===== config.mk =====
export PLATFORM = sky130hd
export DESIGN_NAME = mmc_counter
export DESIGN_NICKNAME = d
export VERILOG_FILES = /design/src/rtl/mmc_pkg.sv /design/src/rtl/mmc_step.sv /design/src/rtl/mmc_status.sv /design/src/rtl/mmc_counter.sv
export SDC_FILE = /design/constraint.sdc
export NUM_CORES = 1
export LEC_CHECK = 0
export ABC_AREA = 1
export BUFFER_PORTS_ARGS = -buffer_cell sky130_fd_sc_hd__buf_4
export CELL_PAD_IN_SITES_DETAIL_PLACEMENT = 1
export CELL_PAD_IN_SITES_GLOBAL_PLACEMENT = 2
export CORE_ASPECT_RATIO = 1.75
export CORE_MARGIN = 2
export CORE_UTILIZATION = 32
export DETAILED_ROUTE_END_ITERATION = 7
export PLACE_DENSITY_LB_ADDON = 0.3
export SETUP_SLACK_MARGIN = 0.2
export SLEW_MARGIN = 15
export SYNTH_ARGS = -nofsm -noshare
export SYNTH_HDL_FRONTEND = slang
export SYNTH_HIERARCHICAL = 1
export SYNTH_SLANG_ARGS = --single-unit

===== constraint.sdc =====
create_clock -name clk -period 6.55 [get_ports clk]
set_input_delay 0.9825 -clock clk [delete_from_list [all_inputs] [get_ports clk]]
set_output_delay 0.9825 -clock clk [all_outputs]
set_load 0.02 [all_outputs]

===== src/rtl/mmc_pkg.sv =====
package mmc_pkg;

  typedef enum logic [1:0] {
    CYC_WRAP  = 2'b00,
    CYC_CLAMP = 2'b01,
    CYC_STOP  = 2'b10,
    CYC_DIV   = 2'b11
  } cyc_mode_e;

  function automatic logic [3:0] bcd_digit_inc(input logic [3:0] d);
    return (d == 4'd9) ? 4'd0 : d + 4'd1;
  endfunction

  function automatic logic [3:0] bcd_digit_dec(input logic [3:0] d);
    return (d == 4'd0) ? 4'd9 : d - 4'd1;
  endfunction

endpackage


===== src/rtl/mmc_step.sv =====
module mmc_step #(
  parameter int WIDTH = 24
) (
  input  logic [WIDTH-1:0] cur_i,
  input  logic [WIDTH-1:0] preset_i,
  input  logic             up_i,
  input  logic             bcd_i,
  input  logic [1:0]       cyc_i,
  output logic [WIDTH-1:0] nxt_o,
  output logic             carry_o,
  output logic             borrow_o,
  output logic             hold_o,
  output logic             stop_o
);
  import mmc_pkg::*;

  localparam int DIGITS = WIDTH / 4;
  localparam logic [WIDTH-1:0] ONE = WIDTH'(1);

  logic [WIDTH-1:0] bcd_inc, bcd_dec, bcd_max, top_v, inc_v, dec_v;
  logic [DIGITS:0]  ci, bi;

  assign ci[0] = 1'b1;
  assign bi[0] = 1'b1;

  for (genvar g = 0; g < DIGITS; g++) begin : g_digit
    logic [3:0] d;
    assign d = cur_i[4*g +: 4];
    assign bcd_inc[4*g +: 4] = ci[g] ? bcd_digit_inc(d) : d;
    assign bcd_dec[4*g +: 4] = bi[g] ? bcd_digit_dec(d) : d;
    assign ci[g+1] = ci[g] && (d == 4'd9);
    assign bi[g+1] = bi[g] && (d == 4'd0);
    assign bcd_max[4*g +: 4] = 4'd9;
  end

  assign top_v = bcd_i ? bcd_max : {WIDTH{1'b1}};
  assign inc_v = bcd_i ? bcd_inc : cur_i + ONE;
  assign dec_v = bcd_i ? bcd_dec : cur_i - ONE;

  always_comb begin
    cyc_mode_e cyc;
    logic at_top, at_zero, at_pre;
    cyc      = cyc_mode_e'(cyc_i);
    at_top   = (cur_i == top_v);
    at_zero  = (cur_i == '0);
    at_pre   = (cur_i == preset_i);
    nxt_o    = cur_i;
    carry_o  = 1'b0;
    borrow_o = 1'b0;
    hold_o   = 1'b0;
    stop_o   = 1'b0;
    if (up_i) begin
      if (cyc == CYC_CLAMP && at_pre) begin
        hold_o = 1'b1;
      end else if ((cyc == CYC_DIV && at_pre) || at_top) begin
        nxt_o   = '0;
        carry_o = 1'b1;
        stop_o  = (cyc == CYC_STOP);
      end else begin
        nxt_o = inc_v;
      end
    end else begin
      if (at_zero) begin
        case (cyc)
          CYC_CLAMP: hold_o = 1'b1;
          CYC_DIV: begin
            nxt_o    = preset_i;
            borrow_o = 1'b1;
          end
          default: begin
            nxt_o    = top_v;
            borrow_o = 1'b1;
            stop_o   = (cyc == CYC_STOP);
          end
        endcase
      end else begin
        nxt_o = dec_v;
      end
    end
  end

endmodule


===== src/rtl/mmc_status.sv =====
module mmc_status (
  input  logic       clk,
  input  logic       rst_n,
  input  logic       acc_i,
  input  logic       dir_i,
  input  logic       carry_i,
  input  logic       borrow_i,
  input  logic       cmp_i,
  input  logic       clr_flags_i,
  input  logic       err_i,
  input  logic       clr_err_i,
  input  logic       idx_i,
  output logic [7:0] status_o
);
  logic bt_q, ct_q, cpt_q, sign_q, err_q, dir_q, idx_q;

  always_ff @(posedge clk) begin
    if (!rst_n) begin
      bt_q <= 1'b0; ct_q <= 1'b0; cpt_q <= 1'b0; sign_q <= 1'b0;
      err_q <= 1'b0; dir_q <= 1'b0; idx_q <= 1'b0;
    end else begin
      idx_q <= idx_i;
      if (acc_i) dir_q <= dir_i;
      if (clr_err_i)  err_q <= 1'b0;
      else if (err_i) err_q <= 1'b1;
      if (clr_flags_i) begin
        bt_q <= 1'b0; ct_q <= 1'b0; cpt_q <= 1'b0; sign_q <= 1'b0;
      end else begin
        if (borrow_i) bt_q  <= ~bt_q;
        if (carry_i)  ct_q  <= ~ct_q;
        if (cmp_i)    cpt_q <= ~cpt_q;
        if (borrow_i)     sign_q <= 1'b1;
        else if (carry_i) sign_q <= 1'b0;
      end
    end
  end

  assign status_o = {1'b0, idx_q, dir_q, err_q, sign_q, cpt_q, ct_q, bt_q};

endmodule


===== src/rtl/mmc_counter.sv =====
module mmc_counter #(
  parameter int WIDTH = 24
) (
  input  logic             clk,
  input  logic             rst_n,
  input  logic             mode_we,
  input  logic [2:0]       mode_in,
  input  logic [WIDTH-1:0] preset_in,
  input  logic             cnt_en,
  input  logic             cnt_up,
  input  logic             gate_mode,
  input  logic             gate_in,
  input  logic             cmd_reset,
  input  logic             cmd_load,
  input  logic             cmd_latch,
  input  logic             cmd_clr_flags,
  input  logic             cmd_clr_err,
  input  logic             err_in,
  input  logic             idx_in,
  output logic [WIDTH-1:0] count_o,
  output logic [WIDTH-1:0] latch_o,
  output logic             carry_o,
  output logic             borrow_o,
  output logic             cmp_o,
  output logic [7:0]       status_o
);
  logic [2:0]       mode_q;
  logic [WIDTH-1:0] count_q, latch_q, step_nxt;
  logic             halt_q, carry_q, borrow_q, cmp_q;
  logic             step_carry, step_borrow, step_hold, step_stop;
  logic             fire, accept, ev_carry, ev_borrow, ev_cmp;

  // Named internal events
  assign fire      = cnt_en && (!gate_mode || gate_in) && !halt_q;
  assign accept    = fire && !cmd_reset && !cmd_load;
  assign ev_carry  = accept && step_carry;
  assign ev_borrow = accept && step_borrow;
  assign ev_cmp    = accept && !step_hold && (step_nxt == preset_in);

  mmc_step #(.WIDTH(WIDTH)) u_step (
    .cur_i    (count_q),
    .preset_i (preset_in),
    .up_i     (cnt_up),
    .bcd_i    (mode_q[0]),
    .cyc_i    (mode_q[2:1]),
    .nxt_o    (step_nxt),
    .carry_o  (step_carry),
    .borrow_o (step_borrow),
    .hold_o   (step_hold),
    .stop_o   (step_stop)
  );

  always_ff @(posedge clk) begin
    if (!rst_n) begin
      mode_q   <= '0;
      count_q  <= '0;
      latch_q  <= '0;
      halt_q   <= 1'b0;
      carry_q  <= 1'b0;
      borrow_q <= 1'b0;
      cmp_q    <= 1'b0;
    end else begin
      if (mode_we)   mode_q  <= mode_in;
      if (cmd_latch) latch_q <= count_q;
      carry_q  <= ev_carry;
      borrow_q <= ev_borrow;
      cmp_q    <= ev_cmp;
      if (cmd_reset) begin
        count_q <= '0;
        halt_q  <= 1'b0;
      end else if (cmd_load) begin
        count_q <= preset_in;
        halt_q  <= 1'b0;
      end else if (accept) begin
        count_q <= step_nxt;
        if (step_stop) halt_q <= 1'b1;
      end
    end
  end

  mmc_status u_status (
    .clk         (clk),
    .rst_n       (rst_n),
    .acc_i       (accept),
    .dir_i       (cnt_up),
    .carry_i     (ev_carry),
    .borrow_i    (ev_borrow),
    .cmp_i       (ev_cmp),
    .clr_flags_i (cmd_clr_flags),
    .err_i       (err_in),
    .clr_err_i   (cmd_clr_err),
    .idx_i       (idx_in),
    .status_o    (status_o)
  );

  assign count_o  = count_q;
  assign latch_o  = latch_q;
  assign carry_o  = carry_q;
  assign borrow_o = borrow_q;
  assign cmp_o    = cmp_q;

endmodule


Yosys cells after proc, flatten, opt, wreduce, memory -nomap -nowiden. Index checks and enable logic that the tools add are counted.

Bits in registers: 62. Latch bits: 0. Bits in writable memories: 0. Bits in read-only memories: 0. Input port bits: 41. Word-level logic and storage cells: 133. Memories kept: 0.

Add/sub/neg operators: 14. Multiply operators: 0. Divide/modulo/power cells: 0. Order comparisons: 0. Eq/ne operators: 12. Shift operators: 0. Mux-type cells: 49. Bitwise logic cells: 4. Reduce and logical (&&, ||, !) cells: 40.

Operators with widths (number): 24-bit 2-to-1 mux (8); 4-bit 2-to-1 mux (22); 24-bit equality test (3); 24-bit case mux with 2 select lines (1); 24-bit by 1-bit adder with 24-bit output (second input constant) (1); 4-bit by 1-bit adder with 4-bit output (second input constant) (6); 4-bit equality test (second input constant) (6); 24-bit zero test (1); 4-bit zero test (6); 24-bit by 1-bit subtractor with 24-bit output (second input constant) (1); 4-bit by 1-bit subtractor with 4-bit output (second input constant) (6); 23-bit 2-to-1 mux (1); 1-bit logical AND (18); 1-bit 2-to-1 mux (17); 2-bit OR reduction (4); 1-bit zero test (5); 2-bit equality test (second input constant) (2); 1-bit inverter (4); 2-bit nonzero test (2); 3-bit OR reduction (1); 2-bit by 1-bit equality test with 1-bit output (second input constant) (1); 1-bit logical OR (2); 2-bit AND reduction (1).

Longest topological paths before layout. Gate-level depths: netlist of the first run.

Word-level depth: 12. Mapped depth: 30. Depth with buffers taken out: 28.

Hierarchy. Netlist of the first run, hierarchy kept.

Modules (own cells, without submodules): mmc_step (instances 1, cells an instance 993, area an instance 4725.8 um^2, sequential area each 0.0 um^2); mmc_counter (instances 1, cells an instance 381, area an instance 2572.5 um^2, sequential area each 1101.1 um^2); mmc_status (instances 1, cells an instance 46, area an instance 326.6 um^2, sequential area each 140.1 um^2).

Worst setup path before layout of the first run. No wires, ideal clock.

Path type: register -> register. From: reg count_q[16], in the netlist count_o[16]. To: reg u_status.cpt_q. Setup time: 0.064 ns. Arrival: 2.858 ns. Path slack: 3.628 ns. Cell stages (with the launch flop): 28. Path buffers: 3. Period minus slack after synthesis: 2.922 ns. Path through: dfxtp_1 buf_2 inv_1 buf_2 ha_1 inv_1 nor2_1 inv_2 nor2_8 nand2_2 buf_2 o21ai_0 nor2_1 a21oi_1 inv_1 nand2_1 nand2_1 inv_1 nand2_1 nor2_1 nand2_1 nor2_1 nand2_1 inv_1 inv_1 nand2_1 nand2_1 nor2_1.

Elaborated cells on any way between the ends: 34. Classes of those cells: add/sub: 4; eq/ne: 4; mux: 16; reduce/logical: 10.

RTL lines: start: declaration (RTL line mmc_counter.sv:28) `logic [WIDTH-1:0] count_q, latch_q, step_nxt;`; start signal: assignment (RTL line mmc_counter.sv:72) `count_q <= preset_in;`; start signal: assignment (RTL line mmc_counter.sv:75) `count_q <= step_nxt;`; 24-bit equality test (RTL line mmc_step.sv:46) `at_pre = (cur_i == preset_i);`; 1-bit logical AND (RTL line mmc_step.sv:55) `end else if ((cyc == CYC_DIV && at_pre) || at_top) begin`; 1-bit logical OR (RTL line mmc_step.sv:55); 24-bit 2-to-1 mux (RTL line mmc_step.sv:55); 24-bit 2-to-1 mux (RTL line mmc_step.sv:53) `if (cyc == CYC_CLAMP && at_pre) begin`; 24-bit 2-to-1 mux (*) (RTL line mmc_step.sv:52) `if (up_i) begin`; named net step_nxt[15] (RTL line mmc_counter.sv:28); 24-bit equality test (*) (RTL line mmc_counter.sv:38) `assign ev_cmp = accept && !step_hold && (step_nxt == preset_in);`; 1-bit logical AND (*) (RTL line mmc_counter.sv:38); named net ev_cmp (RTL line mmc_counter.sv:31) `logic fire, accept, ev_carry, ev_borrow, ev_cmp;`; end signal: assignment (RTL line mmc_status.sv:31) `if (cmp_i) cpt_q <= ~cpt_q;`; end: declaration (RTL line mmc_status.sv:15) `logic bt_q, ct_q, cpt_q, sign_q, err_q, dir_q, idx_q;`.

The timed path passes the listed nets; every way through them passes the cells marked *. A chain may end at the register's enable or synchronous reset.

Worst setup path after layout of the first run.
From: reg count_q[4], in the netlist count_o[4]. To: reg u_status.cpt_q.

Elaborated cells on any way between the ends: 46. Classes of those cells: add/sub: 4; eq/ne: 4; mux: 22; reduce/logical: 16.

RTL lines (RTL line): branches (longest 6 deep; another with 24-bit by 1-bit adder with 24-bit output); 24-bit 2-to-1 mux (*) (mmc_step.sv:52); named net step_nxt[8] (mmc_counter.sv:28); 24-bit equality test (*) (mmc_counter.sv:38); 1-bit logical AND (*) (mmc_counter.sv:38); named net ev_cmp (mmc_counter.sv:31).

Mark *: on every way through the listed nets, which the timed path passes.

==> run_results.csv, run 1 <==
group,metric,value,unit
status,outcome,"finished, final reports clean",
logic_synthesis,synth_cell_type_count,52,
logic_synthesis,synth_edf_count,0,
final_layout,drive_gt1_share,12.8,%
critical_path,critPathLaunchType,"register",
logic_synthesis,yosysWarnings,6,
detailed_routing,drc_errors,0,
clock_tree,cts_num_sinks,62,
die,rows,74,
die,dieArea,25100,um^2
critical_path,cp_num_buf_inv,4,
clock_tree,ctsResizeCount,0,
final_layout,stdcell_area,8750,um^2
global_routing,grt_pass1_vias,9888,
critical_path,critPathMaxFanout,16,
clock_tree,cts_hold_buf,0,
placement,place_area,8440,um^2
clock_tree,htreeDepth,3,
die,core,23400,um^2
critical_path,cp-end-kind,"register",
placement,dp_hpwl,30.1,mm
clock_tree,clk_pin_slew_worst_paths,60,ps
placement,pre_cts_slack,2100,ps
logic_synthesis,yosys_most_used_dff,"dfxtp_1",
detailed_routing,drt_iter0_markers,532,
timing,setup_ws,2020,ps
min_path,min-delay-start,"u_status/sign_q",
min_path,hold_path_class,"register to register",
power,pwr-share-comb,39.5,%
critical_path,cpPeakStageDelay,820,ps
clock_tree,cts_setup_buffers,0,
power,vdd_ir_drop_max,0.184,mV
power,p_int,881,uW
timing,finalCriticalPeriod,4530,ps
timing,max_slew.worst_pin.slew,1110,ps
timing,fin_worst_skew,7.57,ps
die,initial_core_util,32.5,%
global_routing,grt_overflow,0,
logic_synthesis,ys_seq_area_share,16.3,%
power,power,1.52,mW
power,p_leak,4.38,nW
logic_synthesis,ys_ff_latch,62,
clock_tree,tritoncts,"built",
critical_path,cp.arrival,4810,ps
logic_synthesis,synth_area,7620,um^2
timing,hold_viol_final,0,
die,dieWidth,121,um
logic_synthesis,synth_cells,1420,
power,power.density,174,nW/um^2
detailed_routing,final_antenna_net_count,0,
critical_path,crit_start,"count_o[4]",
global_routing,grtUsageTotal,30.5,%
critical_path,path_cells,"inv_2 -> ha_1 -> nand2_1 -> nor2_8 -> nand2_4 -> nor2_8 -> nand2_2 -> nand2_2 -> inv_2 -> o21ai_0 -> o21ai_1 -> a21oi_1 -> xnor2_1 -> nand2_1 -> nor2_1 -> nand2_1 -> nor2_1 -> nand2_1 -> inv_1 -> inv_1 -> nand2_1 -> nand2_1 -> nor2_1",
timing,fin_crit_sh,69.2,%
timing,slew_headroom,25.8,%
detailed_routing,vias_per_cell,5.41,
detailed_routing,first_pass_iters,5,
power,power.switching,640,uW
final_layout,syn_to_final_growth,14.7,%
placement,gp_congestion,0.967,
timing,setup_viol,0,
final_layout,final_common_cell,"nand2_1",
critical_path,worstPathRequired,6830,ps
critical_path,crit_type,"register to register",
timing,rsz0062_at_grt,"false",
global_routing,grt_max_degree,40,
die,die_h,208,um
critical_path,crit_family,"simple AND/OR/NAND/NOR gates",
logic_synthesis,synth_fp_nets,1482,
final_layout,layout_common_cells,"471 x nand2_1, 187 x nor2_1, 144 x inv_1, 114 x buf_4, 111 x nand3_1",
detailed_routing,via_count,9607,
clock_tree,cts_root_buffer,"clkbuf_16",
critical_path,slowest_stage,"dfxtp_1",
detailed_routing,wl_per_cell,21.6,um
die,io_pins,100,
clock_tree,clockBufferDepth,2,
detailed_routing,wl,38.3,mm
power,clock_power_share,32.9,%
final_layout,final_nets,1530,
final_layout,final_core_util,37.3,%
clock_tree,clk_latency,340,ps
placement,port_buffers,98,
timing,fmax,221,MHz
final_layout,diodes,0,
power,power_frac_seq,27.7,%
critical_path,cp_common_cell,"nand2_1",
logic_synthesis,async_flop_share,0,%
logic_synthesis,syn_area_per_cell,5.37,um^2
timing,slew_violations,0,
global_routing,antenna_found_initial,0,
clock_tree,cts_buffers,9,
power,switching_share,42.1,%
global_routing,grt_pass1_wl,58.5,mm
critical_path,rr_startpoint,"count_o[4]",
timing,fin_tns_setup,0,ps
job,maxCapViolations,0,
[sequential cells by signal, summed over array words and instances (netlist names)]
| name | flops |
|---|---|
| count_o | 24 |
| latch_o | 24 |
| mode_q | 3 |
| borrow_o | 1 |
| carry_o | 1 |
| cmp_o | 1 |
| halt_q | 1 |
| u_status/bt_q | 1 |
| u_status/cpt_q | 1 |
| u_status/ct_q | 1 |
| u_status/dir_q | 1 |
| u_status/err_q | 1 |
| u_status/idx_q | 1 |
| u_status/sign_q | 1 |
[cells by family after synthesis]
group / share of synthesized area [%]
xor gates and xnor gates: 3.22
buffers and inverters: 14.5
AOI/OAI and AO/OA: 17.0
other: 0.0492
and+or+nand+nor: 45.6
adders and majority gates: 3.45
DFF: 16.3
[worst paths after layout]
check | slack (ps) | cells past startpoint | endpoint
worst max register to register | 2020 | 23 | u_status/cpt_q
worst max-delay path | 2020 | 23 | u_status/cpt_q
worst min register to register | 480 | 2 | u_status/sign_q
worst min-delay path | 480 | 2 | u_status/sign_q
[synthesized netlist by cell type (all sizes together) (9+ instances only)]
cell type / number / share of area (%)
nand2: 477 / 24
nor2: 199 / 11
inv: 175 / 8.6
nand3: 115 / 8.0
o21ai: 101 / 6.6
dfxtp: 62 / 16
buf: 60 / 4.7
a21oi: 50 / 3.4
a31oi: 24 / 2.1
ha: 21 / 3.4
xor2: 21 / 2.4
nand4: 19 / 1.6
clkbuf: 17 / 0.84
nor3: 12 / 0.92
o22ai: 11 / 0.90
a22oi: 9 / 0.89
[final cells by class]
type	count	area (um^2)
Sequential cell	62	1240
Tap cell	304	380
Inverter	180	678
Multi-Input combinational cell	1101	5280
Timing Repair Buffer	114	856
Clock buffer	10	239
Fill cell	3303	14700
Clock inverter	6	70.1
[power groups by stage]
stage / clock, mW / sequential [mW] / combinational, mW
finish: 0.500 / 0.421 / 0.601
CTS: 0.510 / 0.421 / 0.595
global route: 0.523 / 0.424 / 0.657
detailed placement: 0 / 0.429 / 0.592
global placement: 0 / 0.429 / 0.586
floorplan: 0 / 0.432 / 0.363
[per-stage QoR]
stage                     std cells  hold slack (ps)
after floorplan                1420              448
after global placement         1761              469
after detailed placement       1761              472
after CTS                      1777              480
after global routing           1777              511
final                          1777              481
[per-layer routing]
layer	global-route usage, %	share of wire, %	routed length (um)
met5	0	0	0
met3	2.17	2.8	1090
met1	34.1	39	14900
met2	54.1	51	19400
met4	21.0	7.7	2970
[worst register-to-register path: cells and delay by family, from the launching register on]
| family | cells | cell delay, ps |
|---|---|---|
| flip-flops | 1 | 820 |
| buffers and inverters | 4 | 720 |
| adder cells (fa/ha/maj) | 1 | 320 |
| AO/OA/AOI/OAI | 3 | 330 |
| AND/OR/NAND/NOR | 14 | 1870 |
| XOR/XNOR | 1 | 400 |
(Power assumes the default switching activity.)
==> run 2, diff against run 1 <==
Settings changed: CORE_UTILIZATION 32 to 27.
Clock period 6.55 ns to 3.66 ns, I/O delays scaled along.
==> run_results.csv, run 2 (synthesized netlist as in run 1, its figures left out) <==
group,metric,value,unit
critical_path,worstPathRequired,3950,ps
clock_tree,clk_latency,350,ps
job,maxCapViolations,0,
timing,setup_viol,0,
critical_path,cp_common_cell,"nand2_1",
timing,fin_worst_skew,12.6,ps
status,outcome,"finished, final reports clean",
power,p_leak,5.02,nW
detailed_routing,top_layer,"met4",
global_routing,grt_pass1_vias,10582,
final_layout,multiInputGateArea,5470,um^2
timing,fin_crit_sh,89.0,%
global_routing,grt_pass1_wl,65.1,mm
critical_path,critPathMaxFanout,10,
die,rows,81,
timing,finalCriticalPeriod,3260,ps
detailed_routing,via_count,10218,
global_routing,grt_max_degree,41,
detailed_routing,met2RoutedLength,22.2,mm
clock_tree,cts_num_sinks,62,
detailed_routing,final_antenna_net_count,0,
critical_path,slowest_stage,"dfxtp_2",
clock_tree,tritoncts,"built",
detailed_routing,wl,43.6,mm
die,die_h,226,um
placement,gp_congestion,1.04,
clock_tree,clockBufferDepth,2,
die,io_pins,100,
critical_path,cp.arrival,3550,ps
clock_tree,htreeDepth,3,
clock_tree,cts_root_buffer,"clkbuf_16",
critical_path,cpPeakStageDelay,370,ps
final_layout,diodes,0,
final_layout,final_nets,1644,
timing,hold_viol_final,0,
clock_tree,cts_buffers,9,
detailed_routing,wl_met3,1.61,mm
detailed_routing,wl_met1,15.9,mm
global_routing,grt_overflow,0,
critical_path,cp-end-kind,"register",
timing,rsz0062_at_grt,"false",
timing,slew_violations,0,
timing,fin_tns_setup,0,ps
min_path,hold_path_class,"input pin to register",
die,dieArea,29700,um^2
detailed_routing,wl_per_cell,22.2,um
clock_tree,cts_hold_buf,0,
power,vdd_ir_drop_max,0.476,mV
critical_path,crit_family,"simple AND/OR/NAND/NOR gates",
final_layout,seq_area,1270,um^2
detailed_routing,drt_iter0_markers,576,
critical_path,crit_type,"register to register",
placement,dp_hpwl,35.3,mm
timing,max_slew.worst_pin.slew,1170,ps
detailed_routing,drc_errors,0,
power,power.density,301,nW/um^2
die,dieWidth,131,um
final_layout,final.fill_count,3776,
die,initial_core_util,27.4,%
detailed_routing,first_pass_iters,5,
timing,fmax,307,MHz
placement,port_buffers,98,
clock_tree,clk_pin_slew_worst_paths,60,ps
detailed_routing,vias_per_cell,5.21,
final_layout,final_core_util,36.0,%
critical_path,r2r_setup_slack,400,ps
final_layout,drive_gt1_share,22.9,%
final_layout,layout_common_cells,"462 x nand2_1, 217 x buf_4, 173 x nor2_1, 140 x inv_1, 107 x nand3_1",
die,core,27900,um^2
critical_path,critPathLaunchType,"register",
global_routing,antenna_found_initial,0,
critical_path,cp_num_buf_inv,7,
final_layout,syn_to_final_growth,31.7,%
final_layout,final_common_cell,"nand2_1",
timing,slew_headroom,22.0,%
global_routing,grtUsageTotal,29.9,%
## run 2: worst register-to-register path: stages, from the launching register on
cell,delay [ps]
dfxtp_2,370
buf_4,190
nor2_1,140
nand2_1,100
nor2_2,180
nand2_4,120
nor2_8,180
nand3_4,220
nor2_4,240
inv_4,120
o21ai_1,140
inv_1,50
nand2_1,100
inv_1,70
nand2_1,110
nand2_1,60
inv_1,50
nand2_1,50
nor2_1,150
nand2_1,80
nor2_1,90
nand2_1,80
inv_1,80
inv_1,40
nand2_1,50
nand2_1,50
nor2_1,80
## run 2: timing repair
| item | 4_1_cts | 5_1_grt |
|---|---|---|
| setup buffers | 0 | 9 |
| pin swaps | 1 | 9 |
| endpoints found under the setup margin | 2 | 2 |
| resized for setup | 7 | 75 |
## run 2: path summary, 6_finish.rpt
path / startpoint / endpoint / cells after the start
setup / recovery: count_o[10] / u_status/cpt_q / 26
hold / removal: cmd_clr_err / u_status/err_q / 2
setup reg to reg: count_o[10] / u_status/cpt_q / 26
hold reg to reg: u_status/sign_q / u_status/sign_q / 2
## run 2: through the flow
stage / worst slack, ps / instances / hold slack, ps / instance area (um^2) / power, mW
floorplan: 738 / 1420 / 448 / 7620 / 1.42
global placement: -174 / 1935 / 468 / 9390 / 1.99
detailed placement: -140 / 1935 / 468 / 9390 / 2.00
CTS: 204 / 1951 / 326 / 9750 / 3.00
global route: 168 / 1960 / 352 / 10000 / 3.18
finish: 401 / 1960 / 347 / 10000 / 3.02
## run 2: cell type report
class | instances | share of cell area, %
inverters | 180 | 6.92
well taps | 373 | 4.65
clock inverters | 5 | 0.810
clock buffers | 11 | 2.42
repair buffers | 228 | 18.1
multi-input cells | 1101 | 54.5
flip-flops and latches | 62 | 12.7
## run 2: report_power, final
group          total [mW]  switching [mW]  internal [mW]
clock network       0.966           0.350          0.616
registers           0.736          0.0325          0.704
logic                1.32           0.856          0.466
## run 2: metal layers
metal  vias up  global-route usage [%]
met5         -                       0
met1      4904                    32.1
met4         0                    21.8
li1       4852                       -
met2       321                    53.3
met3       141                    2.69
==> run 3, diff against run 2 <==
Settings changed: PLACE_DENSITY_LB_ADDON 0.3 to 0.08.
==> run_results.csv, run 3 (synthesized netlist as in run 1, its figures left out) <==
group,metric,value,unit
die,core,27900,um^2
timing,whs,342,ps
detailed_routing,wl_met1,17.7,mm
die,io_pins,100,
timing,fmax,303,MHz
final_layout,final_nets,1662,
timing,setup_viol,0,
critical_path,cpPeakStageDelay,390,ps
timing,finalCriticalPeriod,3300,ps
critical_path,cp-end-kind,"register",
critical_path,cp_num_cells,26,
status,outcome,"finished, final reports clean",
die,die_h,226,um
detailed_routing,met2RoutedLength,22.9,mm
critical_path,r2r_setup_slack,360,ps
timing,fin_worst_skew,8.68,ps
detailed_routing,drc_errors,0,
die,dieWidth,131,um
timing,slew_violations,0,
placement,dp_hpwl,36.7,mm
detailed_routing,final_antenna_net_count,0,
min_path,whs_endpoint,"u_status/err_q",
placement,port_buffers,98,
job,maxCapViolations,0,
detailed_routing,wl_met3,1.43,mm
detailed_routing,vias_per_cell,5.18,
global_routing,grt_overflow,0,
final_layout,syn_to_final_growth,33.5,%
power,vdd_ir_drop_max,0.349,mV
clock_tree,clockBufferDepth,2,
power,power.density,289,nW/um^2
timing,max_slew.worst_pin.slew,866,ps
critical_path,crit_family,"simple AND/OR/NAND/NOR gates",
global_routing,grt_pass1_wl,67.0,mm
final_layout,drive_gt1_share,23.2,%
final_layout,seq_area,1270,um^2
critical_path,crit_type,"register to register",
clock_tree,tritoncts,"built",
critical_path,rr_startpoint,"count_o[7]",
detailed_routing,first_pass_iters,5,
detailed_routing,via_count,10254,
timing,hold_viol_final,0,
power,power,2.95,mW
clock_tree,cts_root_buffer,"clkbuf_16",
power,p_leak,5.12,nW
final_layout,final_core_util,36.5,%
detailed_routing,top_layer,"met4",
die,rows,81,
die,dieArea,29700,um^2
global_routing,grtUsageTotal,31.3,%
clock_tree,cts_buffers,9,
timing,setup_ws,362,ps
critical_path,worstPathRequired,3910,ps
global_routing,grt_max_degree,38,
critical_path,cp_num_buf_inv,6,
final_layout,final.fill_count,3792,
clock_tree,cts_hold_buf,0,
critical_path,worst_r2r_path_depth,26,
global_routing,antenna_found_initial,0,
min_path,holdPathStages,2,
critical_path,cp.arrival,3550,ps
detailed_routing,wl,45.9,mm
timing,fin_tns_setup,0,ps
timing,rsz0062_at_grt,"false",
timing,slew_headroom,42.2,%
final_layout,diodes,0,
die,initial_core_util,27.4,%
critical_path,r2r_end,"u_status/cpt_q",
critical_path,cp_common_cell,"nand2_1",
critical_path,slowest_stage,"dfxtp_4",
critical_path,critPathMaxFanout,10,
critical_path,critPathLaunchType,"register",
final_layout,layout_common_cells,"461 x nand2_1, 236 x buf_4, 176 x nor2_1, 142 x inv_1, 110 x nand3_1",
detailed_routing,wl_per_cell,23.2,um
final_layout,final_common_cell,"nand2_1",
placement,pre_cts_slack,-220,ps
timing,fin_crit_sh,90.1,%
clock_tree,htreeDepth,3,
final_layout,multiInputGateArea,5500,um^2
clock_tree,clk_pin_slew_worst_paths,60,ps
detailed_routing,drt_iter0_markers,517,
min_path,min-delay-start,"cmd_clr_err",
placement,gp_congestion,0.963,
clock_tree,cts_num_sinks,62,
min_path,hold_path_class,"input pin to register",
global_routing,grt_pass1_vias,10610,
clock_tree,clk_latency,360,ps
-- run 3: final cells by class --
type	count	area share [%]
Tap cell	373	4.58
Multi-Input combinational cell	1101	54.0
Clock buffer	10	2.35
Sequential cell	62	12.5
Timing Repair Buffer	246	19.4
Clock inverter	6	0.430
Inverter	180	6.77
-- run 3: repair_timing --
action | in CTS | in global routing
gates cloned | 0 | 1
hold endpoints to repair | 0 | 0
gates resized for setup | 17 | 63
pin swaps | 2 | 10
endpoints found under the setup margin | 2 | 2
buffers inserted | 1 | 24
-- run 3: per-layer routing --
| metal | GRT usage [%] | up-vias |
|---|---|---|
| met5 | 0 | - |
| met2 | 55.2 | 312 |
| met4 | 21.1 | 0 |
| li1 | - | 4880 |
| met1 | 34.8 | 4943 |
| met3 | 2.86 | 119 |
-- run 3: where the power goes --
| part | internal [mW] | switching [mW] |
|---|---|---|
| Combinational | 0.473 | 0.883 |
| Sequential | 0.701 | 0.0292 |
| Clock | 0.480 | 0.379 |
| Total | 1.65 | 1.29 |
-- run 3: how the worst max path moves through the flow --
stage	from	end	slack, ps
CTS	count_o[11]	u_status/cpt_q	200
finish	count_o[7]	u_status/cpt_q	360
detailed placement	count_o[7]	u_status/cpt_q	-220
global route	count_o[15]	u_status/cpt_q	180
global placement	count_o[7]	u_status/cpt_q	-260
floorplan	count_o[16]	u_status/cpt_q	740
-- run 3: stage by stage --
step                cell area (um^2)  instances
CTS                             9740       1953
floorplan                       7620       1420
global route                   10200       1978
global placement                9400       1936
detailed placement              9400       1936
finish                         10200       1978
